[src/rtl/sysctl_pkg.sv]
package sysctl_pkg;

  localparam int unsigned IDX_CLKCFG  = 3;
  localparam int unsigned IDX_RAMCTL  = 8;
  localparam int unsigned IDX_DDRCTL  = 9;
  localparam int unsigned IDX_REMAP   = 10;
  localparam int unsigned IDX_PLLCFG  = 20;
  localparam int unsigned IDX_PLLSTAT = 21;

  localparam logic [31:0] PLLCFG_RST  = 32'h021A_2358;
  localparam logic [31:0] PLLSTAT_RST = 32'h0000_0003;

  // Log-style code of a power-of-two divisor.
  function automatic logic [2:0] div_code(int unsigned d);
    int unsigned tz;
    tz = 0;
    for (int i = 5; i >= 0; i--) begin
      if (((d >> i) & 1) == 1) tz = i;
    end
    if (d >= 8) tz = tz + 1;
    return tz[2:0];
  endfunction

  function automatic bit div_legal(int unsigned d);
    return (d != 0) && (d <= 32) && ((d & (d - 1)) == 0);
  endfunction

  // Words whose stored value never follows a write.
  function automatic bit is_locked(int unsigned i);
    return (i == IDX_PLLSTAT) || (i == IDX_RAMCTL) ||
           (i == IDX_DDRCTL)  || (i == IDX_REMAP);
  endfunction

  function automatic logic [31:0] rst_value(int unsigned i, logic [31:0] clkcfg);
    if (i == IDX_PLLCFG)  return PLLCFG_RST;
    if (i == IDX_PLLSTAT) return PLLSTAT_RST;
    if (i == IDX_CLKCFG)  return clkcfg;
    return 32'h0;
  endfunction

endpackage

[src/rtl/sysctl_decode.sv]
module sysctl_decode #(
  parameter int unsigned ADDR_W  = 12,
  parameter int unsigned N_WORDS = 64,
  localparam int unsigned IDX_W  = $clog2(N_WORDS)
) (
  input  logic              rd_en,
  input  logic              wr_en,
  input  logic [ADDR_W-1:0] addr,
  output logic [IDX_W-1:0]  idx,
  output logic              in_range,
  output logic              oob
);

  localparam int unsigned HI_W = ADDR_W - 2 - IDX_W;

  logic unused_low;
  assign unused_low = ^addr[1:0];
  assign idx = addr[IDX_W+1:2];

  generate
    if (HI_W > 0) begin : g_hi
      assign in_range = ~|addr[ADDR_W-1:IDX_W+2];
    end else begin : g_nohi
      assign in_range = 1'b1;
    end
  endgenerate

  assign oob = (rd_en | wr_en) & ~in_range;

endmodule

[src/rtl/sysctl_store.sv]
module sysctl_store #(
  parameter int unsigned N_WORDS     = 64,
  parameter logic [31:0] CLKCFG_RST  = 32'h24,
  localparam int unsigned IDX_W      = $clog2(N_WORDS)
) (
  input  logic                      clk,
  input  logic                      rst_n,
  input  logic                      wr_go,
  input  logic [IDX_W-1:0]          idx,
  input  logic [31:0]               wdata,
  output logic [N_WORDS-1:0][31:0]  word_q
);

  generate
    for (genvar g = 0; g < N_WORDS; g++) begin : g_word
      localparam logic [31:0] RV = sysctl_pkg::rst_value(g, CLKCFG_RST);
      if (sysctl_pkg::is_locked(g)) begin : g_locked
        assign word_q[g] = RV;
      end else begin : g_rw
        logic        we;
        logic [31:0] nxt;
        always_comb begin
          we  = wr_go && (idx == IDX_W'(g));
          nxt = we ? wdata : word_q[g];
        end
        always_ff @(posedge clk or negedge rst_n) begin
          if (!rst_n) word_q[g] <= RV;
          else        word_q[g] <= nxt;
        end
      end
    end
  endgenerate

endmodule

[src/rtl/sysctl_readport.sv]
module sysctl_readport #(
  parameter int unsigned N_WORDS = 64,
  localparam int unsigned IDX_W  = $clog2(N_WORDS)
) (
  input  logic                     clk,
  input  logic                     rst_n,
  input  logic                     rd_en,
  input  logic                     in_range,
  input  logic                     oob,
  input  logic                     err_clr,
  input  logic [IDX_W-1:0]         idx,
  input  logic [N_WORDS-1:0][31:0] word_q,
  output logic [31:0]              rdata,
  output logic                     err
);

  logic [31:0] rdata_nxt;
  logic        err_nxt;

  always_comb begin
    rdata_nxt = rdata;
    if (rd_en) rdata_nxt = in_range ? word_q[idx] : 32'h0;
    err_nxt = (err & ~err_clr) | oob;
  end

  always_ff @(posedge clk or negedge rst_n) begin
    if (!rst_n) begin
      rdata <= 32'h0;
      err   <= 1'b0;
    end else begin
      rdata <= rdata_nxt;
      err   <= err_nxt;
    end
  end

  // flag rises after any out-of-range access
  a_r8_err_set: assert property (@(posedge clk) disable iff (!rst_n)
    oob |=> err);
  // clear without new fault drops the flag
  a_r8_err_clear: assert property (@(posedge clk) disable iff (!rst_n)
    (err_clr && !oob) |=> !err);
  // flag is sticky
  a_r8_err_sticky: assert property (@(posedge clk) disable iff (!rst_n)
    (err && !err_clr) |=> err);
  // no read strobe, read data holds
  a_r1_rdata_hold: assert property (@(posedge clk) disable iff (!rst_n)
    !rd_en |=> $stable(rdata));

endmodule

[src/rtl/sysctl_regbank.sv]
module sysctl_regbank #(
  parameter int unsigned ADDR_W  = 12,
  parameter int unsigned N_WORDS = 64,
  parameter int unsigned DIV0    = 2,
  parameter int unsigned DIV1    = 2
) (
  input  logic              clk,
  input  logic              rst_n,
  input  logic              rd_en,
  input  logic              wr_en,
  input  logic [ADDR_W-1:0] addr,
  input  logic [31:0]       wdata,
  output logic [31:0]       rdata,
  input  logic              err_clr,
  output logic              err
);

  import sysctl_pkg::*;

  localparam int unsigned IDX_W = $clog2(N_WORDS);
  localparam logic [31:0] CLKCFG_RST =
    (32'(div_code(DIV0)) << 5) | (32'(div_code(DIV1)) << 2);

  generate
    if (!div_legal(DIV0) || !div_legal(DIV1)) begin : g_bad_div
      $error("divisor parameters must be powers of two no larger than 32");
    end
    if ((1 << IDX_W) != N_WORDS || N_WORDS <= IDX_PLLSTAT) begin : g_bad_depth
      $error("N_WORDS must be a power of two covering every named word");
    end
  endgenerate

  logic [IDX_W-1:0]         idx;
  logic                     in_range;
  logic                     oob;
  logic                     wr_go;
  logic [N_WORDS-1:0][31:0] word_q;

  sysctl_decode #(.ADDR_W(ADDR_W), .N_WORDS(N_WORDS)) u_decode (
    .rd_en(rd_en), .wr_en(wr_en), .addr(addr),
    .idx(idx), .in_range(in_range), .oob(oob)
  );

  assign wr_go = wr_en & in_range;

  sysctl_store #(.N_WORDS(N_WORDS), .CLKCFG_RST(CLKCFG_RST)) u_store (
    .clk(clk), .rst_n(rst_n), .wr_go(wr_go), .idx(idx),
    .wdata(wdata), .word_q(word_q)
  );

  sysctl_readport #(.N_WORDS(N_WORDS)) u_rdport (
    .clk(clk), .rst_n(rst_n), .rd_en(rd_en), .in_range(in_range),
    .oob(oob), .err_clr(err_clr), .idx(idx), .word_q(word_q),
    .rdata(rdata), .err(err)
  );

  // write to an unlocked word lands in storage
  a_r2_write_lands: assert property (@(posedge clk) disable iff (!rst_n)
    (wr_en && in_range && !is_locked(int'(idx))) |=> word_q[$past(idx)] == $past(wdata));
  // PLL status reads its fixed value
  a_r4_pllstat_fixed: assert property (@(posedge clk) disable iff (!rst_n)
    (rd_en && in_range && idx == IDX_W'(IDX_PLLSTAT)) |=> rdata == PLLSTAT_RST);
  // remap controls read zero
  a_r5_remap_zero: assert property (@(posedge clk) disable iff (!rst_n)
    (rd_en && in_range && (idx == IDX_W'(IDX_RAMCTL) || idx == IDX_W'(IDX_DDRCTL) ||
     idx == IDX_W'(IDX_REMAP))) |=> rdata == 32'h0);
  // out-of-range read returns zero
  a_r7_oob_read_zero: assert property (@(posedge clk) disable iff (!rst_n)
    (rd_en && !in_range) |=> rdata == 32'h0);

endmodule

[config.mk]
export PLATFORM = sky130hd
export DESIGN_NAME = sysctl_regbank
export DESIGN_NICKNAME = d
export VERILOG_FILES = /design/src/rtl/sysctl_pkg.sv /design/src/rtl/sysctl_decode.sv /design/src/rtl/sysctl_store.sv /design/src/rtl/sysctl_readport.sv /design/src/rtl/sysctl_regbank.sv
export SDC_FILE = /design/constraint.sdc
export NUM_CORES = 2
export LEC_CHECK = 0
export ABC_AREA = 1
export BUFFER_PORTS_ARGS = -buffer_cell sky130_fd_sc_hd__buf_2
export CAP_MARGIN = 15
export CORE_MARGIN = 4
export CORE_UTILIZATION = 42
export CTS_CLUSTER_SIZE = 25
export DETAILED_ROUTE_END_ITERATION = 6
export GPL_ROUTABILITY_DRIVEN = 0
export SYNTH_ARGS = -nofsm -noshare
export SYNTH_HDL_FRONTEND = slang
export SYNTH_SLANG_ARGS = --single-unit
[constraint.sdc]
create_clock -name clk -period 3.7 [get_ports clk]
set_input_delay 0.555 -clock clk [delete_from_list [all_inputs] [get_ports clk]]
set_output_delay 0.555 -clock clk [all_outputs]
set_load 0.005 [all_outputs]
; Yosys cells after proc, flatten, opt, wreduce, memory -nomap -nowiden
; Index checks and enable logic that the tools add are counted.
[op_classes]
n_mul = 0
n_eq_ne = 59
n_mux = 3
n_bitwise = 6
order_cmp = 1
addsub = 0
shift = 0
reduce_logical = 63
n_div = 0
[op_table]
columns = op, n
row1 = $bmux W32 S6, 1
row2 = $eq A6 B6 Y1 const B, 32
row3 = $eq A6 B5 Y1 const B, 15
row4 = $mux W32, 2
row5 = $logic_and A1 B1 Y1, 60
row6 = $eq A6 B4 Y1 const B, 5
row7 = $eq A6 B3 Y1 const B, 4
row8 = $eq A6 B2 Y1 const B, 2
row9 = $lt A6 B7 Y1 const B, 1
row10 = $eq A6 B1 Y1 const B, 1
row11 = $logic_not A6 Y1, 1
row12 = $reduce_or A4 Y1, 1
row13 = $and A1 B1 Y1, 3
row14 = $or A1 B1 Y1, 2
row15 = $logic_not A1 Y1, 1
row16 = $not A1 Y1, 1
[word_totals]
ram_bits = 0
input_bits = 49
out_inout_bits = 33
latchBits = 0
romBits = 0
ff_bits = 1953
memories = 0
word_cells = 194

; Depth between registers and ports, before layout
[depth]
word_depth = 4
mapped_depth = 17
depth_no_buf = 13

; Cells and area by module
; A second synthesis with hierarchy kept.
[unflattened]
hier_cells = 13572
area_unflattened_um2 = 98026.5
[by_module_without_submodules]
columns = mod, area_each_um2, instances, seq_area_each_um2, cells_per_inst
row1 = sysctl_store, 75876.5, 1, 48061.1, 8602
row2 = sysctl_readport, 22074.9, 1, 825.8, 4957
row3 = sysctl_decode, 67.6, 1, 0.0, 11
row4 = sysctl_regbank, 7.5, 1, 0.0, 2

; Worst setup path after synthesis
; No wires, ideal clock.
[synth_path]
path_kind = input -> register
start = input addr[9]
end = register u_store.word_q[1893] in the netlist's numbering
slack_ps = 1713
path_buffers = 1
t_required_ps = 3570
arrival_time_ps = 1858
cell_stages = 7
setup_ps = 130
path_cell_list = nor4_4 > nand2_4 > nor3_4 > nand2_4 > buf_4 > nand2_1 > o21ai_1
[synth_between]
elab_chain_len = 4
[synth_rtl]
columns = element, line_no
row1 = start: declaration, sysctl_regbank.sv:11  ; input logic [ADDR_W-1:0] addr,
row2 = $reduce_or A4 Y1, sysctl_decode.sv:22  ; assign in_range = ~|addr[ADDR_W-1:IDX_W+2];
row3 = $logic_not A1 Y1, sysctl_decode.sv:22
row4 = $and A1 B1 Y1, sysctl_regbank.sv:44  ; assign wr_go = wr_en & in_range;
row5 = $logic_and A1 B1 Y1, sysctl_store.sv:23  ; we = wr_go && (idx == IDX_W'(g));
row6 = end signal: indexed assignment, sysctl_store.sv:28  ; else word_q[g] <= nxt;
row7 = end: declaration, sysctl_store.sv:11  ; output logic [N_WORDS-1:0][31:0] word_q
; No other way between the ends.
; A chain may end at the register's enable or synchronous reset.

; Worst setup path in the final report
[layout_path]
start = input addr[9]
end = register u_store.word_q[398] in the netlist's numbering
; The elaborated chain is that of the path after synthesis.

==> run summary <==
Worst slew margin: 27.6%
static leakage: 51.9 nW
top post-synthesis cells by count: nand2_1 (6943), dfrtp_1 (1941), o21ai_0 (1538), clkbuf_1 (626), o21ai_1 (384)
final hold vios: 0
Final Skew: 36.3 ps
Critical path origin: addr[9]
initial DRC count: 8275
Max-cap violations: 0
number of fill cells in the layout: 21300
P&R area growth vs syn: 10.9%
share of layout cells above drive strength 1: 6.73%
clock tree buffer depth: 3
I/O Pins: 82
Crit. End Element: flop
first-pass detailed-route iteration total: 6
FF+latch count, synth: 1953
die area: 225000 µm²
Worst Tran Pin Value: 1090 ps
RSZ-0062 raised after global routing: no
CTS tree: built
Unique masters post-synth: 26
RR Startpoint: u_store.word_q[1262]$_DFFE_PN0P_
crit-path max cell delay: 870 ps
Mapped Area: 91400 µm²
RR Endpoint: u_rdport.rdata[14]$_DFFE_PN0P_
Worst IR Drop VDD: 0.521 mV
CP max-delay cell: nand4_4
syn_nets: 12300
Routed WL: 283000 µm
DPL Wire Length: 164000 µm
Pwr Density: 452 nW/µm²
number of global-route vias before repair: 75000
synth warn: 0
port bufs: 79
first-pass GRT wire length: 445000 µm
Horiz. Die Dim: 475 µm
CP max FO: 64
most frequent cell after synthesis: nand2_1
Wirelength per Cell: 19.0 µm
status: completed
number of synthesized flops with an enable pin: 0
Post-Place Setup Slack: 408 ps
DR DRC count: 0
Yosys top cell area share: 53.1%
fin nets: 11900
GRT Residual Overflow: 0
Via density: 5.24
cts bufs inserted: 208
Slew Limit Fails: 0
gr usage total: 25.2%
CP Launch Type: input pin
WP depth: 6
fmax: 411 MHz
hold-fix buffers at CTS: 3
Arrival @ worst endpoint: 3160 ps
worst path required time: 4430 ps
Post-Route Utilization: 47.0%
clock period minus worst slack: 2430 ps
CTS root buf: clkbuf_16
hold slack: 218 ps
CP endpoint: u_store.word_q[398]$_DFFE_PN0P_
R2R depth: 12
kind of critical path: in -> reg
Routed Antenna Nets: 0
fin worst setup slack: 1270 ps
height of the chip: 475 µm
# resized after CTS: 0
routed vias: 78200
cell taking the most area after synthesis: dfrtp_1
Synth Instances: 12300
sequential-to-total area share from yosys stat: 53.5%
Avg Inst Size Synth: 7.44 µm²
antenna violations before repair: 10
Clk pin slew, worst setup/hold paths: 60 ps
postcts setup bufs: 0
ys async rst share: 100%
Worst-Skew Late Latency: 850 ps
Site Rows: 170
synth top area cells: dfrtp_1 (53%), nand2_1 (29%), o21ai_0 (8.4%)
Final setup viols: 0
CP top delay family: simple AND/OR/NAND/NOR gates
HP Start: wdata[25]
Core ar.: 215000 µm²
crit-path cells: buf_2 -> nor4_4 -> nand2_4 -> clkinv_4 -> nand4_4 -> o21ai_0
Hold Crit Class: in -> reg
R2R setup slack: 1670 ps
Clock Sinks: 1953
H-tree depth: 4
largest net degree at the start of global routing: 140
Total Neg Setup Slack: 0 ps
Synth Flop Type: dfrtp_1
Starting Density: 42.4%
period utilization: 65.7%
critical path buffer and inverter count: 2
power breakdown:
part | total (mW) | leakage (nW) | internal, mW | switching (mW)
clock network | 21.3 | 3.50 | 12.5 | 8.82
logic | 2.63 | 21.3 | 0.518 | 2.11
registers | 21.8 | 27.2 | 21.7 | 0.164
total | 45.8 | 51.9 | 34.7 | 11.1
worst reg2reg max path, stage by stage, from the launching register on:
cell     delay (ps)
dfrtp_1         380
nand2_1          70
nand2_1          60
nand2_1          50
nand2_1          50
nand2_1          50
nand2_1          80
nor2_1          350
nor2_1           80
nor2_1          380
nand2_1         100
nand2_1         190
nand2_1          80
worst min path at each step:
stage                                  endpoint  cells past startpoint
3_3_place_gp      u_rdport.rdata[7]$_DFFE_PN0P_                      2
6_report       u_store.word_q[1913]$_DFFE_PN0P_                      3
3_5_place_dp      u_rdport.rdata[7]$_DFFE_PN0P_                      2
5_1_grt        u_store.word_q[1913]$_DFFE_PN0P_                      3
2_1_floorplan            u_rdport.err$_DFF_PN0_                      0
4_1_cts        u_store.word_q[1913]$_DFFE_PN0P_                      3
layer usage:
layer  vias up  part of all wire (%)  global-route usage, %
met2      2361                    46                   40.7
met5         -                0.0046                      0
li1      37600                     -                      -
met3       398                   6.2                   3.26
met1     37900                    45                   35.1
met4         2                   3.3                   8.29
sequential cells by signal (all words and copies together) (netlist names):
| signal | cells |
|---|---|
| u_rdport.err | 1 |
| u_rdport.rdata | 32 |
| u_store.word_q | 1920 |
through the flow:
step,power (mW),std cells,cell area [µm²]
CTS,46.3,14900,101000
floorplan,23.5,12300,91400
finish,45.8,14900,101000
detailed placement,24.9,14500,94200
global placement,24.8,14500,94200
global route,47.4,14900,101000
final cells by class:
type                    instances  area (µm²)  area share, %
flip-flops and latches       1953       48900           48.2
well taps                    2838        3550           3.50
multi-input cells            9318       38200           37.7
repair buffers                349        3340           3.30
clock inverters                60         656          0.647
diodes                          5        12.5         0.0123
clock buffers                 330        6400           6.32
inverters                      65         277          0.273
logic make-up (layout without fill, tap and decap cells):
logic type / Yosys count / in the layout / share of synthesized area [%]
compound gates: 1922 / 1922 / 10.5
other cells: 0 / 5 / 0
buf+inv: 1013 / 804 / 4.71
flops: 1953 / 1953 / 53.5
simple gates: 7396 / 7396 / 31.3
placed cells by master (no fill, tap or decap), types with 38 or more instances in the layout:
master,Yosys,layout
nand2_1,6943,6943
buf_4,21,197
clkbuf_16,0,214
clkbuf_1,626,55
dfrtp_1,1941,1941
o21ai_1,384,384
buf_2,262,76
o21ai_0,1538,1538
nand3_1,52,52
clkbuf_8,0,61
buf_12,3,71
clkinv_2,0,38
nor2_1,324,321
No activity file was read; power rests on OpenSTA's default activity.
